`config.mk`:
```
export PLATFORM = sky130hd
export DESIGN_NAME = prio_mask_unit
export DESIGN_NICKNAME = d
export VERILOG_FILES = /design/src/rtl/prio_mask_unit.sv
export SDC_FILE = /design/constraint.sdc
export NUM_CORES = 1
export LEC_CHECK = 0
export ABC_CLOCK_PERIOD_IN_PS = 6200
export CAP_MARGIN = 40
export CORE_ASPECT_RATIO = 0.7
export CORE_MARGIN = 8
export CORE_UTILIZATION = 23
export CTS_CLUSTER_DIAMETER = 60
export CTS_CLUSTER_SIZE = 28
export DETAILED_ROUTE_END_ITERATION = 16
export DONT_BUFFER_PORTS = 1
export PLACE_DENSITY = 0.38
export SYNTH_ARGS = -nofsm -noshare
export SYNTH_HDL_FRONTEND = slang
export SYNTH_SLANG_ARGS = --single-unit
export TNS_END_PERCENT = 50
```
`constraint.sdc`:
```
create_clock -name clk -period 6.2 [get_ports clk]
set_clock_uncertainty 0.15 [all_clocks]
set_input_delay 1.24 -clock clk [delete_from_list [all_inputs] [get_ports clk]]
set_output_delay 1.24 -clock clk [all_outputs]
set_load 0.01 [all_outputs]
```
`src/rtl/prio_mask_unit.sv`:
```
module prio_mask_unit #(
  parameter int PRIO_W = 8
) (
  input  logic              clk,
  input  logic              rst_n,
  input  logic              priv_i,
  input  logic              wr_en_i,
  input  logic              wr_max_i,
  input  logic [PRIO_W-1:0] wr_data_i,
  input  logic              gm_set_i,
  input  logic              gm_clr_i,
  input  logic              fm_set_i,
  input  logic              fm_clr_i,
  input  logic              ret_i,
  input  logic              ret_nmi_i,
  input  logic              pend_valid_i,
  input  logic [1:0]        pend_kind_i,
  input  logic [PRIO_W-1:0] pend_prio_i,
  input  logic [PRIO_W+1:0] run_prio_i,
  output logic              take_o,
  output logic [PRIO_W+1:0] mask_prio_o,
  output logic              gmask_o,
  output logic              fmask_o,
  output logic [PRIO_W-1:0] thresh_o
);

  localparam int EW = PRIO_W + 2;
  localparam logic signed [EW-1:0] P_NONE = EW'(1) <<< PRIO_W;
  localparam logic signed [EW-1:0] P_HF   = -EW'(1);
  localparam logic signed [EW-1:0] P_NMI  = -EW'(2);
  localparam logic [1:0] K_HF  = 2'd1;
  localparam logic [1:0] K_NMI = 2'd2;

  logic              gm_q, fm_q;
  logic [PRIO_W-1:0] bp_q;
  logic              raise_ok, bp_we;
  logic signed [EW-1:0] mask_p, pend_p, run_p, floor_p;

  assign raise_ok = (wr_data_i != '0) && ((bp_q == '0) || (wr_data_i < bp_q));
  assign bp_we    = priv_i && wr_en_i && (!wr_max_i || raise_ok);

  always_ff @(posedge clk or negedge rst_n) begin
    if (!rst_n) begin
      gm_q <= 1'b0;
      fm_q <= 1'b0;
      bp_q <= '0;
    end else begin
      if (priv_i && gm_clr_i)      gm_q <= 1'b0;
      else if (priv_i && gm_set_i) gm_q <= 1'b1;

      if (ret_i && !ret_nmi_i)     fm_q <= 1'b0;
      else if (priv_i && fm_clr_i) fm_q <= 1'b0;
      else if (priv_i && fm_set_i) fm_q <= 1'b1;

      if (bp_we) bp_q <= wr_data_i;
    end
  end

  always_comb begin
    if (fm_q)            mask_p = P_HF;
    else if (gm_q)       mask_p = '0;
    else if (bp_q != '0) mask_p = EW'(bp_q);
    else                 mask_p = P_NONE;
  end

  always_comb begin
    case (pend_kind_i)
      K_NMI:   pend_p = P_NMI;
      K_HF:    pend_p = P_HF;
      default: pend_p = EW'(pend_prio_i);
    endcase
  end

  assign run_p   = $signed(run_prio_i);
  assign floor_p = (run_p < mask_p) ? run_p : mask_p;
  assign take_o  = pend_valid_i && (pend_p < floor_p);

  assign mask_prio_o = mask_p;
  assign gmask_o     = gm_q;
  assign fmask_o     = fm_q;
  assign thresh_o    = bp_q;

  AST_UNPRIV_HOLD: assert property (@(posedge clk) disable iff (!rst_n)
    (!priv_i && !ret_i) |=> ($stable(gm_q) && $stable(fm_q) && $stable(bp_q)));
  AST_FM_RET_CLR: assert property (@(posedge clk) disable iff (!rst_n)
    (ret_i && !ret_nmi_i) |=> !fmask_o);
  AST_FM_NMI_KEEP: assert property (@(posedge clk) disable iff (!rst_n)
    (ret_i && ret_nmi_i && !(priv_i && (fm_set_i || fm_clr_i))) |=> $stable(fmask_o));
  AST_MAX_NO_LOWER: assert property (@(posedge clk) disable iff (!rst_n)
    (priv_i && wr_en_i && wr_max_i && (thresh_o != '0) && (wr_data_i >= thresh_o)) |=> $stable(thresh_o));
  AST_NMI_PASS: assert property (@(posedge clk) disable iff (!rst_n)
    (pend_valid_i && pend_kind_i == K_NMI && $signed(run_prio_i) > P_NMI) |-> take_o);
  AST_FM_BLOCK: assert property (@(posedge clk) disable iff (!rst_n)
    (fmask_o && pend_kind_i != K_NMI) |-> !take_o);
  AST_GM_BLOCK: assert property (@(posedge clk) disable iff (!rst_n)
    (gmask_o && (pend_kind_i == 2'd0 || pend_kind_i == 2'd3)) |-> !take_o);
  AST_NO_PEND: assert property (@(posedge clk) disable iff (!rst_n)
    !pend_valid_i |-> !take_o);

endmodule

```
# Word-level counts from Yosys, hierarchy flattened

Cells that the tools add are included.
Widths: inputs -> output; s select.

Logic and storage cells: 36
Register bits: 10

Multiplexer cells: 10
Eq/ne operators: 2
Reduce and logical (&&, ||, !) cells: 18
Order comparisons: 3

Operator list:

| kind               | number |
|---|---|
| $lt 10x10->1       | 2 |
| $mux 10            | 2 |
| $pmux 10 s2        | 1 |
| $mux 9             | 2 |
| $reduce_bool 8->1  | 2 |
| $logic_and 1x1->1  | 9 |
| $logic_not 8->1    | 1 |
| $lt 8x8->1         | 1 |
| $mux 1             | 5 |
| $reduce_bool 3->1  | 1 |
| $eq 2x1->1 const B | 1 |
| $eq 2x2->1 const B | 1 |
| $logic_not 1->1    | 2 |
| $logic_or 1x1->1   | 2 |
| $reduce_bool 2->1  | 1 |

# Longest topological paths before layout

Gate-level depths: netlist of run 1.

Word-level depth: 8
Mapped depth: 19

# Worst setup path before layout of run 1

No wires, ideal clock.

Kind: register -> output
Start point: reg bp_q[3], in the netlist thresh_o[3]
End point: out take_o
Slack: 894 ps
Data arrival time: 3916 ps
Stages on the path, launching flop included: 20
Required time: 4810 ps
Buffers on the path: 1
Path through: dfrtp_1 buf_6 nor4_2 nand2_1 o21ai_0 inv_1 ha_1 nand3_1 nor2_1 a31oi_1 o211ai_2 nand2_4 mux2i_1 ha_1 a211oi_1 o21ai_0 o2111a_1 nor4_1 a21bo_1 o21ai_1

Cells in the longest elaborated chain, start to end: 8

Ends and longest elaborated chain:

| what                     | line | text |
|---|---|---|
| start: declaration       | 35   | `logic [PRIO_W-1:0] bp_q;` |
| start signal: assignment | 55   | `if (bp_we) bp_q <= wr_data_i;` |
| $reduce_bool 8->1 *      | 62   | `else if (bp_q != '0) mask_p = EW'(bp_q);` |
| $mux 9 *                 | 62   |  |
| $mux 9 *                 | 61   | `else if (gm_q) mask_p = '0;` |
| $mux 10 *                | 60   | `if (fm_q) mask_p = P_HF;` |
| named net mask_prio_o[8] | 21   | `output logic [PRIO_W+1:0] mask_prio_o,` |
| $lt 10x10->1             | 75   | `assign floor_p = (run_p < mask_p) ? run_p : mask_p;` |
| $mux 10 *                | 75   |  |
| $lt 10x10->1 *           | 76   | `assign take_o = pend_valid_i && (pend_p < floor_p);` |
| $logic_and 1x1->1 *      | 76   |  |
| end: declaration         | 20   | `output logic take_o,` |

The timed path passes the listed nets; every way through them passes the cells marked *.

# Worst setup path in the final report of run 1

Start point: reg bp_q[6], in the netlist thresh_o[6]
End point: out take_o

Cells in the longest elaborated chain, start to end: 8

Ends and longest elaborated chain:

| what                     | line |
|---|---|
| $reduce_bool 8->1        | 62 |
| $mux 9 *                 | 62 |
| $mux 9 *                 | 61 |
| $mux 10 *                | 60 |
| named net mask_prio_o[6] | 21 |
| $lt 10x10->1             | 75 |
| $mux 10 *                | 75 |
| $lt 10x10->1 *           | 76 |
| $logic_and 1x1->1 *      | 76 |

Marked as above.

==> summary.txt, run 1 <==
Run status
  • Status: completed

Route
  • Drt drc: 0
  • Met3 routed wirelength: 653 um
  • Drt wl/cell: ~18 um
  • 1st-iter DRT viols: 64
  • Wire length on met2: around 1700 um
  • Vias: 1278
  • Met1 WL: about 2300 um
  • DR top layer: met3
  • 1st-pass router iterations: 4
  • Drt total wl: 4698 um
  • Detail Route Antenna Nets: 0
  • Drt via density: 4.897

Cells and area
  • Fillers: 695
  • Syn-to-layout area delta: 10.68%
  • Multi-input gate area: between 1000 and 1500 um2
  • Final #Nets: 246
  • Reg area: ~250 um2
  • Layout cell share with drive strength beyond 1: 0.1492

Critical path
  • Critical Path End Type: output port
  • Crit path arrival time: between 4 and 5 ns
  • Reg-to-Reg Start: thresh_o[6]$_DFFE_PN0P_
  • Req. time, crit path: 4.81 ns
  • Crit Path Max Fanout: 9
  • Worst setup path startpoint: thresh_o[6]$_DFFE_PN0P_
  • Critical path type: register to output port
  • Startpoint types: register
  • R2R depth: 7

Power and ir drop
  • Peak supply drop: roughly 0.00013 V
  • Total power: a little over 0.6 mW
  • Power density over the cells: about 360 nW/um2
  • Leakage power total: 0.7612 nW

Timing
  • Hold Vio Cnt, Final: 0
  • Slew headroom: 0.5476
  • RSZ-0062 raised after global routing: false
  • Period utilization: 0.9244
  • Fin crit period: approximately 5.7 ns
  • Endpoints failing setup: 0
  • Max Transition Viols Final: 0
  • Max Freq: around 170 MHz
  • Fin Setup TNS: 0 ns
  • Worst-Margin Slew: around 0.67 ns

Placed design
  • GPL Wtd Cong: 0.8064
  • Port bufs: 0
  • DP Wirelength: 4135 um

Global routing
  • Via count of the first global-routing pass: ~1300
  • Largest net degree at the start of global routing: 13
  • Global route overflow: 0
  • Gr usage total: 0.09670
  • First-pass GRT wire length: approximately 7300 um
  • Antenna violations before repair: 2

Synthesis
  • Avg Cell Area, Syn: about 8.5 um2
  • Complex-gate fraction of the synthesized area: 0.2177
  • Synth Area in XOR/XNOR: 0
  • Async SR Flop Fraction: 1.000
  • EDFF count, synth: 0
  • Post-Synth Simple-Gate Area: 0.2054
  • Synth Area in Adders: 0.1972
  • Sequential element share of the synthesized area: 0.1643
  • YS warnings: 0
  • Synth cell types: 43
  • Mapped cell area: approximately 1500 um2
  • Mapped Nets: about 240
  • Ys flop type: dfrtp_1
  • Yosys reg bits: 10
  • Mapped Cells: between 150 and 200
  • Main combinational cell family by area after synthesis: compound AO/OA/AOI/OAI gates
  • Multiplexer share of the synthesized area: 0.1249

Die
  • Die ar.: between 9000 and 10000 um2
  • Die W: 113.3 um
  • Core ar.: around 6300 um2
  • Die span in y: roughly 84 um
  • Row count: 24
  • I/O Pins: about 60
  • Initial core utilization: 0.2415

Min path
  • HP Class: register to register
  • Hold path cells: 1
  • Worst Hold Launch: thresh_o[2]$_DFFE_PN0P_

Run
  • Max Cap Viol: 0

Clock tree
  • Clk pin slew, worst setup/hold paths: ~0.05 ns
  • TritonCTS clock tree: built
  • Clock Root Buffer: clkbuf_8
  • H-tree levels: 1
  • Hold Buf Count CTS: 0
  • Total CTS buffers: 3
  • CTS Buffer Depth: 2
  • # clock sinks: 10
  • Clock Latency Late Sink: 0.24 ns
==> where the power goes <==
part	switching, mW	internal [mW]	total [mW]	leakage, nW
combinational	0.174	0.171	0.345	0.615
sequential	0.0831	0.0947	0.178	0.117
clock	0.0251	0.0558	0.0809	0.0288
total	0.282	0.322	0.604	0.761
==> worst max-delay path: stages (launching register included) <==
cell,delay (ns)
dfrtp_1,0.51
inv_1,0.10
o21ai_0,0.56
inv_1,0.10
ha_1,0.32
nand4_1,0.09
o211ai_1,0.11
a41oi_1,0.22
o211ai_2,0.16
nand2_4,0.18
mux2i_1,0.21
ha_1,0.26
a211oi_1,0.25
o21ai_0,0.13
o2111a_1,0.16
nor4_1,0.28
a21bo_1,0.23
o21ai_1,0.23
==> registers in the layout, summed over array words and instances, names as in the netlist <==
signal,flops
thresh_o,8
gmask_o,1
fmask_o,1
==> Yosys cell counts, types with 2 or more instances <==
library cell	number	area [um2]
a21o_1	2	15.01
a21oi_1	13	65.06
a22o_1	2	17.52
a31oi_1	3	18.77
and4bb_1	2	25.02
buf_2	2	10.01
buf_6	4	45.04
dfrtp_1	10	250.2
ha_1	24	300.3
inv_1	19	71.32
mux2_4	6	90.09
mux2i_1	10	100.1
nand2_1	12	45.04
nand2b_1	11	68.82
nor2_1	6	22.52
nor2b_1	6	37.54
nor4_1	6	37.54
o211ai_1	3	22.52
o21a_1	4	30.03
o21ai_0	10	50.05
o21ai_1	2	10.01
==> timing repair <==
action | 4_1_cts | 5_1_grt
endpoints found under the hold margin | 0 | 0
setup endpoints to repair | 0 | 1
gates resized for setup | 0 | 7
buffers inserted | 0 | 0
==> stage by stage <==
stage                 util  cells  cell area [um2]  setup slack (ns)  hold slack [ns]
floorplan                -    179             1523            0.8938           0.4210
CTS                 0.2617    259             1650            0.2312           0.4932
finish              0.2673    261             1685            0.4687           0.5327
global placement    0.2530    255             1595            0.5275           0.4742
detailed placement  0.2530    255             1595            0.5138           0.4808
global route        0.2673    261             1685          0.001962           0.5286
==> metal layers <==
layer,track usage,up-vias
met1,0.1277,567
met5,0,-
met2,0.1293,48
met3,0.06720,0
met4,0.003614,0
li1,-,663
==> path summary, 6_finish.rpt <==
| kind | slack, ns | end |
|---|---|---|
| worst max-delay path | 0.47 | take_o |
| worst min-delay path | 0.53 | thresh_o[2]$_DFFE_PN0P_ |
| worst max register to register | 3.80 | thresh_o[4]$_DFFE_PN0P_ |
| worst min register to register | 0.53 | thresh_o[2]$_DFFE_PN0P_ |
| max in group asynchronous | 5.27 | thresh_o[4]$_DFFE_PN0P_ |
| min in group asynchronous | 0.55 | thresh_o[5]$_DFFE_PN0P_ |
==> logic make-up after synthesis <==
logic type	count (synthesis)
AO/OA/AOI/OAI	50
adder cells (fa/ha/maj)	24
buffers and inverters	27
flip-flops	10
multiplexers	16
AND/OR/NAND/NOR	52
==> layout make-up <==
cell class                      instances  share of cell area
Timing Repair Buffer                    5             0.02227
Antenna cell                            2            0.002970
Tap cell                               78             0.05791
Clock buffer                            4             0.03267
Sequential cell                        10              0.1507
Inverter                               20             0.04454
Multi-Input combinational cell        142              0.6889
==> placed cells by master (no fill, tap or decap), types with 2 or more instances in the layout <==
| cell | netlist | final |
|---|---|---|
| dfrtp_2 | 0 | 3 |
| nor2b_1 | 6 | 6 |
| nor2_1 | 6 | 5 |
| o21ai_0 | 10 | 10 |
| a22o_1 | 2 | 2 |
| o21ai_1 | 2 | 2 |
| diode_2 | 0 | 2 |
| o21a_1 | 4 | 4 |
| dfrtp_1 | 10 | 7 |
| a21oi_1 | 13 | 13 |
| nand2_1 | 12 | 12 |
| nor4_4 | 0 | 2 |
| clkbuf_8 | 0 | 4 |
| o211ai_1 | 3 | 3 |
| buf_4 | 1 | 5 |
| mux2_4 | 6 | 6 |
| inv_1 | 19 | 19 |
| ha_1 | 24 | 24 |
| a21o_1 | 2 | 2 |
| nor4_1 | 6 | 5 |
| and4bb_1 | 2 | 2 |
| nand2b_1 | 11 | 11 |
| a31oi_1 | 3 | 3 |
| mux2i_1 | 10 | 10 |
Power figures use the tool's default switching activity.
==> run 2, diff against run 1 <==
ABC_AREA = 1   (was not set)
CAP_MARGIN = 20   (was 40)
PLACE_DENSITY = 0.46   (was 0.38)
==> run 2 against run 1 <==
Clock-buffer cell count shrank 1; global-route usage grew 0.44 points; sequential power fell by 42%; critical endpoint unchanged; largest cell class unchanged.
==> summary.txt, run 2 <==
Run status
  • Status: completed

Placed design
  • Port bufs: 0 (unchanged)
  • DP Wirelength: 3778 um (-8.6%)
  • GPL Wtd Cong: 0.7875 (-2.3%)
  • DP Area: 1433 um2 (-10%)

Synthesis
  • Top post-synthesis cells by area: ha_1 22%, dfrtp_1 19%, nand2_1 13%
  • Synth area leader: ha_1
  • Post-synth top cells: 47 x nand2_1, 33 x inv_1, 24 x ha_1
  • Count leader, synth: nand2_1
  • Yosys top cell area share: 0.2222 (+0.02502)
  • Mapped Cells: 205 (+15%)
  • Avg Cell Area, Syn: 6.592 um2 (-23%)
  • Async SR Flop Fraction: 1.000 (unchanged)
  • Synth cell types: 28 (-35%)
  • Mapped cell area: 1351 um2 (-11%)
  • Ys flop type: dfrtp_1
  • Mapped Nets: 269 (+11%)
  • Yosys reg bits: 10 (unchanged)
  • Sequential element share of the synthesized area: 0.1852 (+0.02085)
  • EDFF count, synth: 0 (unchanged)
  • YS warnings: 0 (unchanged)

Power and ir drop
  • Peak supply drop: 0.00009755 V (-27%)
  • Power density over the cells: 255.2 nW/um2 (-29%)
  • Sequential share of power: 0.276 (-0.018)
  • Switching power: 0.1794 mW (-36%)
  • Internal: 0.1967 mW (-39%)
  • Combinational fraction of design power: 0.545 (-0.027)
  • Leakage power total: 0.7896 nW (+3.7%)
  • Total power: 0.3761 mW (-38%)
  • Clock power frac: 0.178 (+0.044)
  • Sw frac: 0.4771 (+0.009807)

Clock tree
  • CTS Buffer Depth: 2 (unchanged)
  • Clk pin slew, worst setup/hold paths: 0.05 ns (about the same)
  • H-tree levels: 1 (unchanged)
  • # clock sinks: 10 (unchanged)
  • Total CTS buffers: 3 (unchanged)
  • Clock Latency Late Sink: 0.23 ns (about the same)
  • Clock Root Buffer: clkbuf_8
  • Hold Buf Count CTS: 0 (unchanged)
  • TritonCTS clock tree: built

Route
  • Drt total wl: 4284 um (-8.8%)
  • Drt drc: 0 (unchanged)
  • 1st-pass router iterations: 4 (unchanged)
  • Vias: 1285 (+0.55%)
  • Drt wl/cell: 15.25 um (-15%)
  • Drt via density: 4.573 (-6.6%)
  • 1st-iter DRT viols: 44 (-31%)
  • Detail Route Antenna Nets: 0 (unchanged)

Global routing
  • Antenna violations before repair: 0 (-2)
  • Gr usage total: 0.1011 (+0.004445)
  • Via count of the first global-routing pass: 1353 (+6.4%)
  • Largest net degree at the start of global routing: 17 (+4)
  • Global route overflow: 0 (unchanged)
  • First-pass GRT wire length: 6872 um (-5.6%)

Cells and area
  • Layout cell share with drive strength beyond 1: 0.1019 (-0.04723)
  • Finished Cell Area: 1474 um2 (-13%)
  • Syn-to-layout area delta: 9.074%
  • Final #Nets: 272 (+11%)
  • Commonest non-fill, non-tap cell in the layout: nand2_1
  • Commonest non-fill, non-tap cells in the layout: 47 x nand2_1, 33 x inv_1, 24 x ha_1, 20 x a21oi_1, 13 x o21ai_0
  • Max reg flops: 8 (unchanged)
  • Ant diodes: 0 (-2)

Run
  • Max Cap Viol: 0 (unchanged)

Critical path
  • Critical Path End Type: output port
  • Crit path arrival time: 4.18 ns (-0.16 ns)
  • Crit Path Max Fanout: 16 (+7)
  • Startpoint types: register
  • Critical path type: register to output port
  • Req. time, crit path: 4.81 ns (about the same)

Timing
  • Fin Hold WS: 0.4997 ns (-0.03301 ns)
  • Fin Setup TNS: 0 ns (unchanged)
  • Slew headroom: 0.6065 (+0.05894)
  • Max Transition Viols Final: 0 (unchanged)
  • Period utilization: 0.8984 (-0.02604)
  • Worst-Margin Slew: 0.5886 ns (-0.08297 ns)
  • Hold Vio Cnt, Final: 0 (unchanged)
  • RSZ-0062 raised after global routing: false
  • Fin crit period: 5.570 ns (-0.1615 ns)
  • Endpoints failing setup: 0 (unchanged)
  • Max Freq: 179.5 MHz (+2.9%)

Die
  • Die span in y: 80.13 um (-4.7%)
  • Initial core utilization: 0.2372 (-0.004314)
  • Die ar.: 8623 um2 (-9.4%)
  • Core ar.: 5698 um2 (-9.6%)
  • I/O Pins: 61 (unchanged)
  • Row count: 23 (-4.2%)
  • Die W: 107.6 um (-5.0%)

Min path
  • HP Class: register to register
==> run 2: cell count changes in the layout (fill, tap and decap cells not counted), moves of 6 or more <==
cell      delta
inv_1       +14
nor2b_1      -6
nand2_1     +35
nand2b_1    -11
mux2i_1      -9
or2_2        +6
a21oi_1      +7
nand3_1     +10
mux2_4       -6
==> run 2: worst max-delay path, stage by stage, from the launching register on <==
cell and delay (ns):
dfrtp_1 0.44, nor4_1 0.38, nand3_1 0.15, o21ai_1 0.34, inv_1 0.11, ha_1 0.28
nand2_1 0.06, nor2_1 0.17, nand2_1 0.07, nor2_1 0.10, nand3_1 0.07, nand2_1 0.07
inv_2 0.04, nand2_1 0.07, nand2_1 0.06, nand2_1 0.10, inv_2 0.12, nand2_1 0.07
o21ai_0 0.08, ha_1 0.29, nand2_1 0.07, o21a_1 0.18, o21ai_0 0.21, a31oi_1 0.11
nand2_1 0.09, nor2_1 0.05, nor2_2 0.16
==> run 2: layout make-up <==
cell class	instances	area, um2
Multi-Input combinational cell	155	939.7
Inverter	37	141.4
Tap cell	75	93.84
Clock buffer	3	41.29
Timing Repair Buffer	1	7.507
Sequential cell	10	250.2
Fill cell	650	4224
==> run 2: metal layers <==
| layer | up-vias | global-route usage | part of all wire |
|---|---|---|---|
| li1 | 684 | - | - |
| met1 | 554 | 0.1320 | 0.49 |
| met2 | 45 | 0.1461 | 0.39 |
| met3 | 2 | 0.05436 | 0.12 |
| met4 | 0 | 0.01241 | 0.0044 |
| met5 | - | 0 | 0 |
==> run 2: path summary, 6_finish.rpt <==
path / from / to / slack, ns / depth (start not counted)
max in group asynchronous: rst_n / gmask_o$_DFFE_PN0P_ / 5.28 / 0
hold / removal: thresh_o[3]$_DFFE_PN0P_ / thresh_o[3]$_DFFE_PN0P_ / 0.50 / 2
hold reg to reg: thresh_o[3]$_DFFE_PN0P_ / thresh_o[3]$_DFFE_PN0P_ / 0.50 / 2
setup / recovery: thresh_o[5]$_DFFE_PN0P_ / take_o / 0.63 / 26
min in group asynchronous: rst_n / thresh_o[4]$_DFFE_PN0P_ / 0.55 / 0
setup reg to reg: thresh_o[1]$_DFFE_PN0P_ / thresh_o[7]$_DFFE_PN0P_ / 3.59 / 13
==> run 2: cells by family after synthesis <==
| kind of cell | synth area share |
|---|---|
| compound gates | 0.1806 |
| simple gates | 0.2852 |
| flops | 0.1852 |
| fa+ha+maj | 0.2222 |
| mux | 0.007408 |
| buf+inv | 0.1194 |
==> run 2: power groups by stage <==
| stage | logic, mW | registers (mW) | clock network (mW) |
|---|---|---|---|
| floorplan | 0.167 | 0.0989 | 0 |
| global placement | 0.207 | 0.105 | 0 |
| detailed placement | 0.208 | 0.105 | 0 |
| CTS | 0.208 | 0.104 | 0.0681 |
| global route | 0.246 | 0.107 | 0.0726 |
| finish | 0.205 | 0.104 | 0.0670 |
==> run 2: timing repair <==
item / 4_1_cts / 5_1_grt
setup buffers: 0 / 0
gates resized for setup: 0 / 1
setup endpoints to repair: 0 / 1
==> run 2: metrics by stage <==
stage	util	std cells	worst slack, ns
finish	0.2587	281	0.6302
global route	0.2587	281	0.1275
CTS	0.2587	281	0.4776
detailed placement	0.2514	278	0.7240
global placement	0.2514	278	0.7498
floorplan	-	205	1.154
